--- src/rtl/plru_pkg.sv ---
package plru_pkg;
  typedef enum logic {
    OP_TOUCH = 1'b0,
    OP_PICK  = 1'b1
  } plru_op_e;
endpackage

--- src/rtl/plru_walk.sv ---
// Combinational victim walk over one tree word.
module plru_walk #(
  parameter int NUM_WAYS = 4,
  localparam int DEPTH = $clog2(NUM_WAYS),
  localparam int NODES = NUM_WAYS - 1,
  localparam int IDX_W = DEPTH + 1
) (
  input  logic [NODES-1:0] word,
  output logic [DEPTH-1:0] victim
);
  logic [2*NUM_WAYS-1:0] padded;
  logic [IDX_W-1:0]      idx;
  logic                  flag;

  assign padded = {{(NUM_WAYS+1){1'b0}}, word};

  always_comb begin
    idx    = '0;
    victim = '0;
    flag   = 1'b0;
    for (int lvl = 0; lvl < DEPTH; lvl++) begin
      flag                   = padded[idx];
      victim[DEPTH-1-lvl]    = ~flag;
      idx = {idx[IDX_W-2:0], 1'b0} + IDX_W'(flag) + IDX_W'(1);
    end
  end
endmodule

--- src/rtl/plru_mark.sv ---
// Combinational recency update: mark one way as recently used.
module plru_mark #(
  parameter int NUM_WAYS = 4,
  localparam int DEPTH = $clog2(NUM_WAYS),
  localparam int NODES = NUM_WAYS - 1,
  localparam int IDX_W = DEPTH + 1
) (
  input  logic [NODES-1:0] word,
  input  logic [DEPTH-1:0] way,
  output logic [NODES-1:0] word_next
);
  logic [2*NUM_WAYS-1:0] work;
  logic [IDX_W-1:0]      idx;
  logic                  bit_b;

  always_comb begin
    work  = {{(NUM_WAYS+1){1'b0}}, word};
    idx   = '0;
    bit_b = 1'b0;
    for (int lvl = 0; lvl < DEPTH; lvl++) begin
      bit_b     = way[DEPTH-1-lvl];
      work[idx] = bit_b;
      idx = {idx[IDX_W-2:0], 1'b0} + (bit_b ? IDX_W'(1) : IDX_W'(2));
    end
    word_next = work[NODES-1:0];
  end
endmodule

--- src/rtl/plru_store.sv ---
// One tree word per set, written on request acceptance.
module plru_store #(
  parameter int NUM_SETS = 8,
  parameter int NODES    = 3,
  localparam int SET_W = (NUM_SETS > 1) ? $clog2(NUM_SETS) : 1
) (
  input  logic                          clk,
  input  logic                          rst_n,
  input  logic                          wr_en,
  input  logic [SET_W-1:0]              wr_set,
  input  logic [NODES-1:0]              wr_word,
  output logic [NUM_SETS-1:0][NODES-1:0] words
);
  always_ff @(posedge clk) begin
    if (!rst_n) begin
      words <= '0;
    end else if (wr_en) begin
      words[wr_set] <= wr_word;
    end
  end
endmodule

--- src/rtl/tree_plru_picker.sv ---
module tree_plru_picker
  import plru_pkg::*;
#(
  parameter int NUM_WAYS = 4,
  parameter int NUM_SETS = 8,
  localparam int WAY_W = (NUM_WAYS > 1) ? $clog2(NUM_WAYS) : 1,
  localparam int SET_W = (NUM_SETS > 1) ? $clog2(NUM_SETS) : 1
) (
  input  logic             clk,
  input  logic             rst_n,
  input  logic             req_valid,
  output logic             req_ready,
  input  logic             req_op,
  input  logic [SET_W-1:0] req_set,
  input  logic [WAY_W-1:0] req_way,
  output logic             res_valid,
  input  logic             res_ready,
  output logic [WAY_W-1:0] res_way
);
  plru_op_e   op;
  logic       accept;
  logic       acc_pick;
  logic       acc_touch;
  logic [WAY_W-1:0] victim;

  assign op        = plru_op_e'(req_op);
  assign req_ready = !res_valid || res_ready;
  assign accept    = req_valid && req_ready;
  assign acc_pick  = accept && (op == OP_PICK);
  assign acc_touch = accept && (op == OP_TOUCH);

  generate
    if (NUM_WAYS > 1) begin : g_tree
      localparam int NODES = NUM_WAYS - 1;
      logic [NUM_SETS-1:0][NODES-1:0] words;
      logic [NODES-1:0] cur_word;
      logic [NODES-1:0] next_word;
      logic [WAY_W-1:0] mark_way;

      assign cur_word = words[req_set];
      assign mark_way = (op == OP_PICK) ? victim : req_way;

      plru_walk #(.NUM_WAYS(NUM_WAYS)) u_walk (
        .word   (cur_word),
        .victim (victim)
      );

      plru_mark #(.NUM_WAYS(NUM_WAYS)) u_mark (
        .word      (cur_word),
        .way       (mark_way),
        .word_next (next_word)
      );

      plru_store #(.NUM_SETS(NUM_SETS), .NODES(NODES)) u_store (
        .clk     (clk),
        .rst_n   (rst_n),
        .wr_en   (accept),
        .wr_set  (req_set),
        .wr_word (next_word),
        .words   (words)
      );


      pick_msb_chk: assert property (@(posedge clk) disable iff (!rst_n)
        acc_pick |=> res_way[WAY_W-1] == !$past(cur_word[0]));

      pick_mark_chk: assert property (@(posedge clk) disable iff (!rst_n)
        acc_pick |=> words[$past(req_set)][0] != $past(cur_word[0]));

      touch_root_chk: assert property (@(posedge clk) disable iff (!rst_n)
        acc_touch |=> words[$past(req_set)][0] == $past(req_way[WAY_W-1]));
    end else begin : g_single
      logic unused_single;
      assign unused_single = ^{req_set, req_way};
      assign victim = '0;
    end
  endgenerate

  always_ff @(posedge clk) begin
    if (!rst_n) begin
      res_valid <= 1'b0;
      res_way   <= '0;
    end else if (acc_pick) begin
      res_valid <= 1'b1;
      res_way   <= victim;
    end else if (res_ready) begin
      res_valid <= 1'b0;
    end
  end


  pick_result_chk: assert property (@(posedge clk) disable iff (!rst_n)
    acc_pick |=> res_valid);

  hold_stable_chk: assert property (@(posedge clk) disable iff (!rst_n)
    (res_valid && !res_ready) |=> (res_valid && $stable(res_way)));

  touch_quiet_chk: assert property (@(posedge clk) disable iff (!rst_n)
    acc_touch |=> !res_valid);
endmodule

--- config.mk ---
export PLATFORM = sky130hd
export DESIGN_NAME = tree_plru_picker
export DESIGN_NICKNAME = d
export VERILOG_FILES = /design/src/rtl/plru_pkg.sv /design/src/rtl/plru_walk.sv /design/src/rtl/plru_mark.sv /design/src/rtl/plru_store.sv /design/src/rtl/tree_plru_picker.sv
export SDC_FILE = /design/constraint.sdc
export NUM_CORES = 1
export LEC_CHECK = 0
export BUFFER_PORTS_ARGS = -buffer_cell sky130_fd_sc_hd__clkbuf_2
export CAP_MARGIN = 20
export CORE_ASPECT_RATIO = 1.2
export CORE_UTILIZATION = 55
export CTS_CLUSTER_SIZE = 14
export DETAILED_ROUTE_END_ITERATION = 10
export GPL_TIMING_DRIVEN = 0
export PLACE_DENSITY = 0.77
export SLEW_MARGIN = 20
export SYNTH_ARGS = -nofsm -noshare
export SYNTH_HDL_FRONTEND = slang
export SYNTH_HIERARCHICAL = 1
export SYNTH_SLANG_ARGS = --single-unit
--- constraint.sdc ---
create_clock -name clk -period 3.3 [get_ports clk]
set_input_delay 0.495 -clock clk [delete_from_list [all_inputs] [get_ports clk]]
set_output_delay 0.495 -clock clk [all_outputs]
set_load 0.05 [all_outputs]
==> results of run 1 <==
[report_power, final]
group | switching [mW] | total, mW | internal (mW)
Clock | 0.0900 | 0.137 | 0.0473
Combinational | 0.0491 | 0.0833 | 0.0342
Sequential | 0.00427 | 0.340 | 0.336
Total | 0.143 | 0.560 | 0.417
[critical path: stages]
cell and delay [ns]:
clkbuf_2 0.19, buf_6 0.17, mux4_1 0.57, mux2_2 0.32
mux2i_1 0.15, mux2_2 0.28, mux2_2 0.26, nand2_1 0.23
mux2i_1 0.13
[per-layer routing]
| metal | vias to the layer above | global-route usage | wire (um) |
|---|---|---|---|
| met5 | - | 0 | 0 |
| met4 | 0 | 0.0898 | 27 |
| met3 | 4 | 0.0325 | 85 |
| met2 | 27 | 0.393 | 1390 |
| met1 | 465 | 0.248 | 1020 |
| li1 | 454 | - | - |
[sequential cells by signal (all words and copies together), names as in the netlist]
name and flops:
g_tree.u_store/words 24, res_way 2, res_valid 1
[synth_stat cells, drive strengths merged]
| library cell | number |
|---|---|
| a21boi | 1 |
| and2 | 1 |
| and4bb | 3 |
| buf | 5 |
| dfxtp | 27 |
| inv | 1 |
| mux2 | 7 |
| mux2i | 27 |
| mux4 | 6 |
| nand2 | 32 |
| nand2b | 1 |
| nand4 | 1 |
| nand4b | 3 |
| nor2b | 1 |
| nor4b | 1 |
[stage by stage]
step	instance area, um2	cells	hold slack [ns]	utilization	power (mW)
after floorplan	1340	117	0.430	-	0.404
after global placement	1440	161	0.437	0.631	0.428
after detailed placement	1440	161	0.452	0.631	0.431
after CTS	1470	165	0.444	0.643	0.566
after global routing	1470	165	0.443	0.643	0.589
final	1470	165	0.444	0.643	0.560
[worst paths after layout]
| kind | from | endpoint | slack, ns | cells after the start |
|---|---|---|---|---|
| worst max-delay path | req_set[0] | g_tree.u_store/words[14] | 0.71 | 9 |
| worst min-delay path | req_valid | res_valid | 0.44 | 3 |
| worst max register to register | g_tree.u_store/words[9] | g_tree.u_store/words[14] | 0.97 | 7 |
| worst min register to register | g_tree.u_store/words[6] | g_tree.u_store/words[6] | 0.47 | 2 |
[cell type report]
type	instances	share of cell area
well taps	31	0.0265
repair buffers	13	0.0444
clock buffers	4	0.0179
flip-flops and latches	27	0.369
plain buffers	5	0.0230
inverters	1	0.00256
multi-input cells	84	0.517
[kinds of logic after synthesis]
| group | after synthesis | share of synthesized area |
|---|---|---|
| AND/OR/NAND/NOR | 43 | 0.183 |
| multiplexers | 40 | 0.379 |
| flip-flops | 27 | 0.404 |
| buffers and inverters | 6 | 0.0281 |
| AO/OA/AOI/OAI | 1 | 0.00562 |
==> impl_metrics.yaml, run 1 <==
synth:
  syn_area_per_cell_um2: 11.4
  synth.distinct_cells: 17
  syn_nets: 127
  syn_inst: 117
  synth_area_leader_cell: "dfxtp_1"
  yosysSeqAreaShare: 0.404
  netlist_area_um2: 1340
  synth_area_leaders: "dfxtp_1, mux2i_1, mux4_1"
  ys_seq_elements: 27
  yosysWarnings: 6
  netlist.area_leader.share: 0.404
timing:
  drv_slew: 0
  worst_slack_ns: 0.711
  slew_headroom: 0.734
  tightest_slew_ns: 0.398
  min_period_over_period: 0.785
  finalSetupViolCount: 0
  max_freq_ghz: 0.386
  clock_skew_ns: 0.00712
  layout_min_cycle_time_ns: 2.59
  hold_viol_final: 0
  grt_setup_unrepaired: "no"
  tns_ns: 0
place:
  dp_hpwl_mm: 1.92
  dp_slack_ns: 0.347
  portBuffers: 13
  routabilityCongestion: 0.735
detailed_routing:
  wl_per_cell_um: 15.3
  dr.pass1.iters: 4
  num_vias: 950
  drt_iter0_drc: 17
  drt_drc_violations_left: 0
  drtAntennaViolNets: 0
  via_per_inst: 5.76
  detail_route.wirelength_mm: 2.52
cts:
  post_cts_buffers: 0
  holdBufCountCts: 0
  clockRootBuffer: "clkbuf_4"
  clock_latency_ns: 0.32
  cts_buffers: 3
  clk_pin_slew_ns: 0.14
  cts_tree: "done"
  clock_path_buffers: 2
  htreeDepth: 1
  cts_num_sinks: 27
  cts-resized-gates: 0
global_routing:
  grt_pass1_vias: 952
  antenna_found_initial: 0
  grt_max_degree: 15
  grt_pass1_wl_mm: 4.11
  overflow: 0
  track_usage: 0.221
run_status:
  status: "complete, no violations"
cells_and_area:
  nets: 145
  drive_gt1_frac: 0.239
  final_cell_mix: "nand2_1, mux2i_1, dfxtp_1"
  multi_input_area_um2: 758
  fillCellCount: 196
  n_antenna_cell: 0
  regArea_um2: 541
  synthToLayoutAreaGrowth_pct: 9.74
  final_common_cell: "nand2_1"
flow_run:
  maxCapViolCount: 0
critical_path:
  worstSetupEndpointType: "register"
  arrival_ns: 2.79
  cp.required_ns: 3.50
  start_kind: "input pin"
  crit_type: "in2reg"
  critical_path.max_fanout: 9
floorplanning:
  coreArea_um2: 2280
  core.rowCount: 19
  die_y_um: 56.0
  initial_core_util: 0.586
  die_w_um: 47.0
  die-area_um2: 2630
  io_pins: 14
pwr:
  ir_worst_vdd_v: 0.000268
  p_per_area_nw_per_um2: 382
  leakage_nw: 0.645
min_path:
  hold_class: "in2reg"
(Power assumes the default switching activity.)
==> inputs of run 2 (changes only) <==
--- a/config.mk
+++ b/config.mk
@@ -5,6 +5,7 @@
 export SDC_FILE = /design/constraint.sdc
 export NUM_CORES = 1
 export LEC_CHECK = 0
+export ABC_AREA = 1
 export BUFFER_PORTS_ARGS = -buffer_cell sky130_fd_sc_hd__clkbuf_2
 export CAP_MARGIN = 20
 export CORE_ASPECT_RATIO = 1.2
==> constraint.sdc (replaced) <==
create_clock -name clk -period 2.4 [get_ports clk]
set_input_delay 0.36 -clock clk [delete_from_list [all_inputs] [get_ports clk]]
set_output_delay 0.36 -clock clk [all_outputs]
set_load 0.05 [all_outputs]
==> run 2 against run 1 <==
Compared with the run above: die area up 15%; sequential share of layout area decreased by 4.7 points; cell count increased by 95%; synthesized area is 16% higher; critical path depth is 7 higher; via count grew 59%; core utilization grew 0.26 points; total power increased by 56%; first-iteration DRC count up 110%; routed wire length grew 34%; largest cell class unchanged.
==> impl_metrics.yaml, run 2 <==
run_status:
  status: "complete, no violations"
timing:
  finalSetupViolCount: 0
  max_freq_ghz: 0.528
  drv_slew: 0
  tightest_slew_ns: 0.424
  clock_skew_ns: 0.00408
  layout_min_cycle_time_ns: 1.89
  grt_setup_unrepaired: "no"
  slew_headroom: 0.716
  tns_ns: 0
  min_period_over_period: 0.789
  hold_viol_final: 0
  worst_slack_ns: 0.506
critical_path:
  worstRegToRegCells: 16
  critical_path.max_fanout: 12
  ff2ff_setup_slack_ns: 0.57
  cp.required_ns: 2.64
  r2r_start: "g_tree.u_store/words[9]"
  start_kind: "input pin"
  arrival_ns: 2.13
  regToRegEndpoint: "g_tree.u_store/words[5]"
  worstSetupEndpointType: "register"
  crit_type: "in2reg"
floorplanning:
  initial_core_util: 0.594
  coreArea_um2: 2600
  die-area_um2: 3030
  core.rowCount: 20
  die_y_um: 60.1
  io_pins: 14
  die_w_um: 50.4
detailed_routing:
  num_vias: 1515
  drt_iter0_drc: 36
  via_per_inst: 4.70
  wl_per_cell_um: 10.5
  detail_route.wirelength_mm: 3.38
  dr.pass1.iters: 4
  drt_drc_violations_left: 0
  drtAntennaViolNets: 0
synth:
  syn_nets: 282
  yosysSeqAreaShare: 0.350
  netlist_area_um2: 1550
  synthTopCellsByCount: "nand2_1, nor2_1, inv_1"
  synth_edf_count: 0
  synth.distinct_cells: 15
  ys_seq_elements: 27
  synth_ff_type: "dfxtp_1"
  syn_inst: 272
  yosysWarnings: 6
  synth.most_common_cell: "nand2_1"
  synth_area_leader_cell: "dfxtp_1"
  netlist.area_leader.share: 0.350
  async_reset_ff_frac: 0
  synth_area_leaders: "dfxtp_1, nand2_1, nor2_1"
  syn_area_per_cell_um2: 5.69
global_routing:
  antenna_found_initial: 0
  grt_pass1_wl_mm: 5.55
  grt_max_degree: 15
  overflow: 0
  track_usage: 0.249
  grt_pass1_vias: 1288
cells_and_area:
  largest_reg_flops: 24
  regMostFlops: "g_tree.u_store/words"
  final_common_cell: "nand2_1"
  drive_gt1_frac: 0.0900
  multi_input_area_um2: 776
  reg.largest.list: "g_tree.u_store/words (24), res_way (2), res_valid (1)"
  n_antenna_cell: 0
  synthToLayoutAreaGrowth_pct: 8.58
  finalNonFillerCells: 322
  post-route-cell-area_um2: 1680
  nets: 300
  final_cell_mix: "nand2_1, nor2_1, inv_1"
  regArea_um2: 541
  fillCellCount: 288
min_path:
  hold_class: "in2reg"
  hold_path_startpoint: "rst_n"
  holdPathStages: 3
  whs_endpoint: "res_valid"
cts:
  cts_num_sinks: 27
  clk_pin_slew_ns: 0.15
  cts_tree: "done"
  htreeDepth: 1
  clock_path_buffers: 2
  holdBufCountCts: 0
  cts_buffers: 3
  cts-resized-gates: 0
  clockRootBuffer: "clkbuf_4"
  post_cts_buffers: 0
  clock_latency_ns: 0.33
pwr:
  ir_worst_vdd_v: 0.000430
  p_per_area_nw_per_um2: 520
  p_sw_uw: 281
  leakage_nw: 0.884
  p_int_uw: 592
  p_comb_frac: 0.225
  clockPowerShare: 0.232
  netSwitchingFraction: 0.321
  p_seq_frac: 0.543
place:
  portBuffers: 13
  place_area_um2: 1650
  routabilityCongestion: 0.856
  dp_hpwl_mm: 2.54
  dp_slack_ns: 0.156
  dpl.cell_count: 318
flow_run:
  maxCapViolCount: 0
run 2: cell types whose count changed in the layout (fill, tap and decap cells not counted), moves of 7 or more:
cell     previous run  this run
nor2_1              0        64
nand2_1            32        86
inv_1               1        45
nand3_1             0        34
mux2i_1            27         0
mux2_2              7         0
run 2: final cells by class:
class | instances | share of cell area
multi-input cells | 191 | 0.462
repair buffers | 13 | 0.0387
plain buffers | 6 | 0.0298
well taps | 33 | 0.0246
inverters | 48 | 0.107
flip-flops and latches | 27 | 0.322
clock buffers | 4 | 0.0156
run 2: kinds of logic (layout without fill, tap and decap cells):
logic type / after synthesis / after routing / synth area share
and+or+nand+nor: 188 / 188 / 0.490
buffers and inverters: 54 / 71 / 0.149
AOI/OAI and AO/OA: 3 / 3 / 0.0113
DFF: 27 / 27 / 0.350
run 2: how the worst max path moves through the flow:
stage	from	to	slack, ns
final	req_set[1]	g_tree.u_store/words[5]	0.51
after global routing	req_set[1]	g_tree.u_store/words[17]	0.29
after CTS	req_set[1]	g_tree.u_store/words[5]	0.53
after detailed placement	req_set[1]	g_tree.u_store/words[5]	0.16
after global placement	req_set[1]	g_tree.u_store/words[16]	0.14
after floorplan	req_set[0]	g_tree.u_store/words[11]	0.70
run 2: layer usage:
layer / share of wire / global-route usage / up-vias
li1: - / - / 840
met1: 0.47 / 0.337 / 632
met2: 0.45 / 0.377 / 35
met3: 0.054 / 0.0356 / 8
met4: 0.018 / 0.143 / 0
met5: 0 / 0 / -
run 2: power by group through the flow:
stage / combinational [mW] / clock [mW] / sequential (mW)
2_1_floorplan: 0.131 / 0 / 0.495
6_report: 0.196 / 0.203 / 0.474
3_3_place_gp: 0.194 / 0 / 0.483
3_5_place_dp: 0.195 / 0 / 0.484
4_1_cts: 0.196 / 0.210 / 0.474
5_1_grt: 0.222 / 0.230 / 0.476
run 2: critical path: stages:
cell and delay [ns]:
clkbuf_2 0.23, inv_1 0.18, nand3_1 0.14, nand2_1 0.06, nand2_1 0.05, nand2_1 0.08
inv_2 0.07, inv_1 0.05, a21oi_1 0.25, inv_1 0.10, nand2_1 0.07, nand2_1 0.04
inv_1 0.23, nand3_1 0.12, nand2_1 0.07, nor2_1 0.04
run 2: per-stage QoR:
| step | hold slack [ns] | utilization | power, mW |
|---|---|---|---|
| 2_1_floorplan | 0.455 | - | 0.626 |
| 3_3_place_gp | 0.461 | 0.635 | 0.677 |
| 3_5_place_dp | 0.472 | 0.635 | 0.679 |
| 4_1_cts | 0.330 | 0.645 | 0.880 |
| 5_1_grt | 0.321 | 0.645 | 0.928 |
| 6_report | 0.339 | 0.645 | 0.873 |
==> inputs of run 3 (changes only) <==
--- a/config.mk
+++ b/config.mk
@@ -5,7 +5,7 @@
 export SDC_FILE = /design/constraint.sdc
 export NUM_CORES = 1
 export LEC_CHECK = 0
-export ABC_AREA = 1
+export ABC_AREA = 0
 export BUFFER_PORTS_ARGS = -buffer_cell sky130_fd_sc_hd__clkbuf_2
 export CAP_MARGIN = 20
 export CORE_ASPECT_RATIO = 1.2
==> constraint.sdc (replaced) <==
create_clock -name clk -period 1.8 [get_ports clk]
set_input_delay 0.27 -clock clk [delete_from_list [all_inputs] [get_ports clk]]
set_output_delay 0.27 -clock clk [all_outputs]
set_load 0.05 [all_outputs]
==> run 3 against run 2 <==
Compared with the run above: the flow now finishes with violations (negative setup slack); sequential share of layout area rose by 2.8 points; via count fell by 37%; core utilization rose by 3.4 points; first-iteration DRC count fell by 53%; hold slack got worse by 0.12 ns; critical path depth fell by 9; clock skew rose by 0.00072 ns; sequential power rose by 32%; design area fell by 7.7%; die area fell by 13%; total power rose by 23%; largest power group unchanged.
==> impl_metrics.yaml, run 3 (synthesis results as in run 1) <==
timing:
  worst_slack_ns: -0.309
  layout_min_cycle_time_ns: 2.11
  grt_setup_unrepaired: "yes"
  min_period_over_period: 1.17
  tightest_slew_ns: 0.369
  drv_slew: 0
  hold_viol_final: 0
  finalSetupViolCount: 24
  holdWs_ns: 0.223
  clock_skew_ns: 0.00481
  slew_headroom: 0.753
  max_freq_ghz: 0.474
  tns_ns: -4.79
critical_path:
  ff2ff_setup_slack_ns: -0.31
  cp_slowest_stage_delay_ns: 0.46
  critical_path.max_fanout: 8
  cp.required_ns: 2.03
  worstRegToRegCells: 7
  crit_top_cell: "mux2_4"
  cp_slowest_cell: "mux4_2"
  r2r_start: "g_tree.u_store/words[15]"
  path_cells: "mux4_2 -> mux2_4 -> mux2i_2 -> mux2_4 -> mux2_4 -> nand2_4 -> mux2i_1"
  worstSetupEndpointType: "register"
  crit_type: "reg2reg"
  regToRegEndpoint: "g_tree.u_store/words[5]"
  arrival_ns: 2.34
  start_kind: "register"
floorplanning:
  die_y_um: 56.0
  io_pins: 14
  die-area_um2: 2630
  coreArea_um2: 2280
  initial_core_util: 0.586
  core.rowCount: 19
  die_w_um: 47.0
detailed_routing:
  dr.pass1.iters: 5
  drt_iter0_drc: 17
  wl_per_cell_um: 16.5
  drtAntennaViolNets: 0
  drt_drc_violations_left: 0
  num_vias: 955
  detail_route.wirelength_mm: 2.75
  via_per_inst: 5.72
cells_and_area:
  final_cell_mix: "nand2_1, mux2i_1, dfxtp_1"
  synthToLayoutAreaGrowth_pct: 16.0
  regMostFlops: "g_tree.u_store/words"
  post-route-cell-area_um2: 1550
  drive_gt1_frac: 0.316
  n_antenna_cell: 0
  nets: 147
  final_common_cell: "nand2_1"
  largest_reg_flops: 24
  post-route-util: 0.679
  finalNonFillerCells: 167
  reg.largest.list: "g_tree.u_store/words (24), res_way (2), res_valid (1)"
cts:
  holdBufCountCts: 0
  cts_buffers: 3
  clk_pin_slew_ns: 0.14
  clock_path_buffers: 2
  htreeDepth: 1
  cts_num_sinks: 27
  clockRootBuffer: "clkbuf_4"
  cts_tree: "done"
  clock_latency_ns: 0.33
flow_run:
  maxCapViolCount: 0
place:
  dp_hpwl_mm: 1.94
  portBuffers: 13
  dpl.cell_count: 161
  place_area_um2: 1470
  dp_slack_ns: -0.707
  routabilityCongestion: 0.732
pwr:
  p_per_area_nw_per_um2: 691
  leakage_nw: 0.680
  ir_worst_vdd_v: 0.000549
  power.total_mw: 1.07
global_routing:
  grt_pass1_vias: 978
  overflow: 0
  antenna_found_initial: 0
  track_usage: 0.227
  grt_max_degree: 15
  grt_pass1_wl_mm: 4.21
min_path:
  hold_path_startpoint: "rst_n"
  holdPathStages: 2
  whs_endpoint: "res_valid"
  hold_class: "in2reg"
run_status:
  status: "complete, but fails checks"
  violations: "negative setup slack"
-- run 3: cell count changes in the layout (fill, tap and decap cells not counted), moves of 3 or more --
cell      delta
mux4_1       +4
nor2_1      -64
nand4b_1     +3
nand3_1     -34
nand2_1     -57
mux2i_1     +26
mux2_4       +5
inv_1       -45
and4bb_4     +3
-- run 3: power breakdown --
part           switching (mW)  internal, mW  leakage [nW]
sequential            0.00828         0.615         0.219
clock                   0.176        0.0871        0.0150
combinational           0.105        0.0791         0.445
total                   0.290         0.781         0.680
-- run 3: critical path: cells and delay by family (launching register included) --
family,cells,cell delay (ns)
and+or+nand+nor,1,0.11
DFF,1,0.35
muxes,6,1.57
-- run 3: final cells by class --
cell class	instances	area (um2)
multi-input cells	84	816
inverters	1	3.75
repair buffers	16	93.8
well taps	31	38.8
fillers	184	732
plain buffers	4	30.0
clock buffers	4	26.3
flip-flops and latches	27	542
-- run 3: worst max path at each step --
| stage | startpoint | endpoint | slack [ns] |
|---|---|---|---|
| after floorplan | req_set[0] | g_tree.u_store/words[2] | -0.27 |
| after global placement | req_set[0] | g_tree.u_store/words[1] | -0.62 |
| after detailed placement | req_set[0] | g_tree.u_store/words[1] | -0.71 |
| after CTS | g_tree.u_store/words[15] | g_tree.u_store/words[1] | -0.32 |
| after global routing | g_tree.u_store/words[15] | g_tree.u_store/words[5] | -0.35 |
| final | g_tree.u_store/words[15] | g_tree.u_store/words[5] | -0.31 |
-- run 3: per-layer routing --
layer | track usage | share of wire | wire length [um] | vias to the layer above
met5 | 0 | 0 | 0 | -
met2 | 0.377 | 0.53 | 1450 | 28
met3 | 0.0455 | 0.033 | 91 | 2
met1 | 0.266 | 0.43 | 1180 | 466
met4 | 0.110 | 0.011 | 31 | 0
li1 | - | - | - | 459
-- run 3: what timing repair did --
action | in CTS | in global routing
buffers inserted | 1 | 2
resized for setup | 3 | 7
setup endpoints to repair | 24 | 24
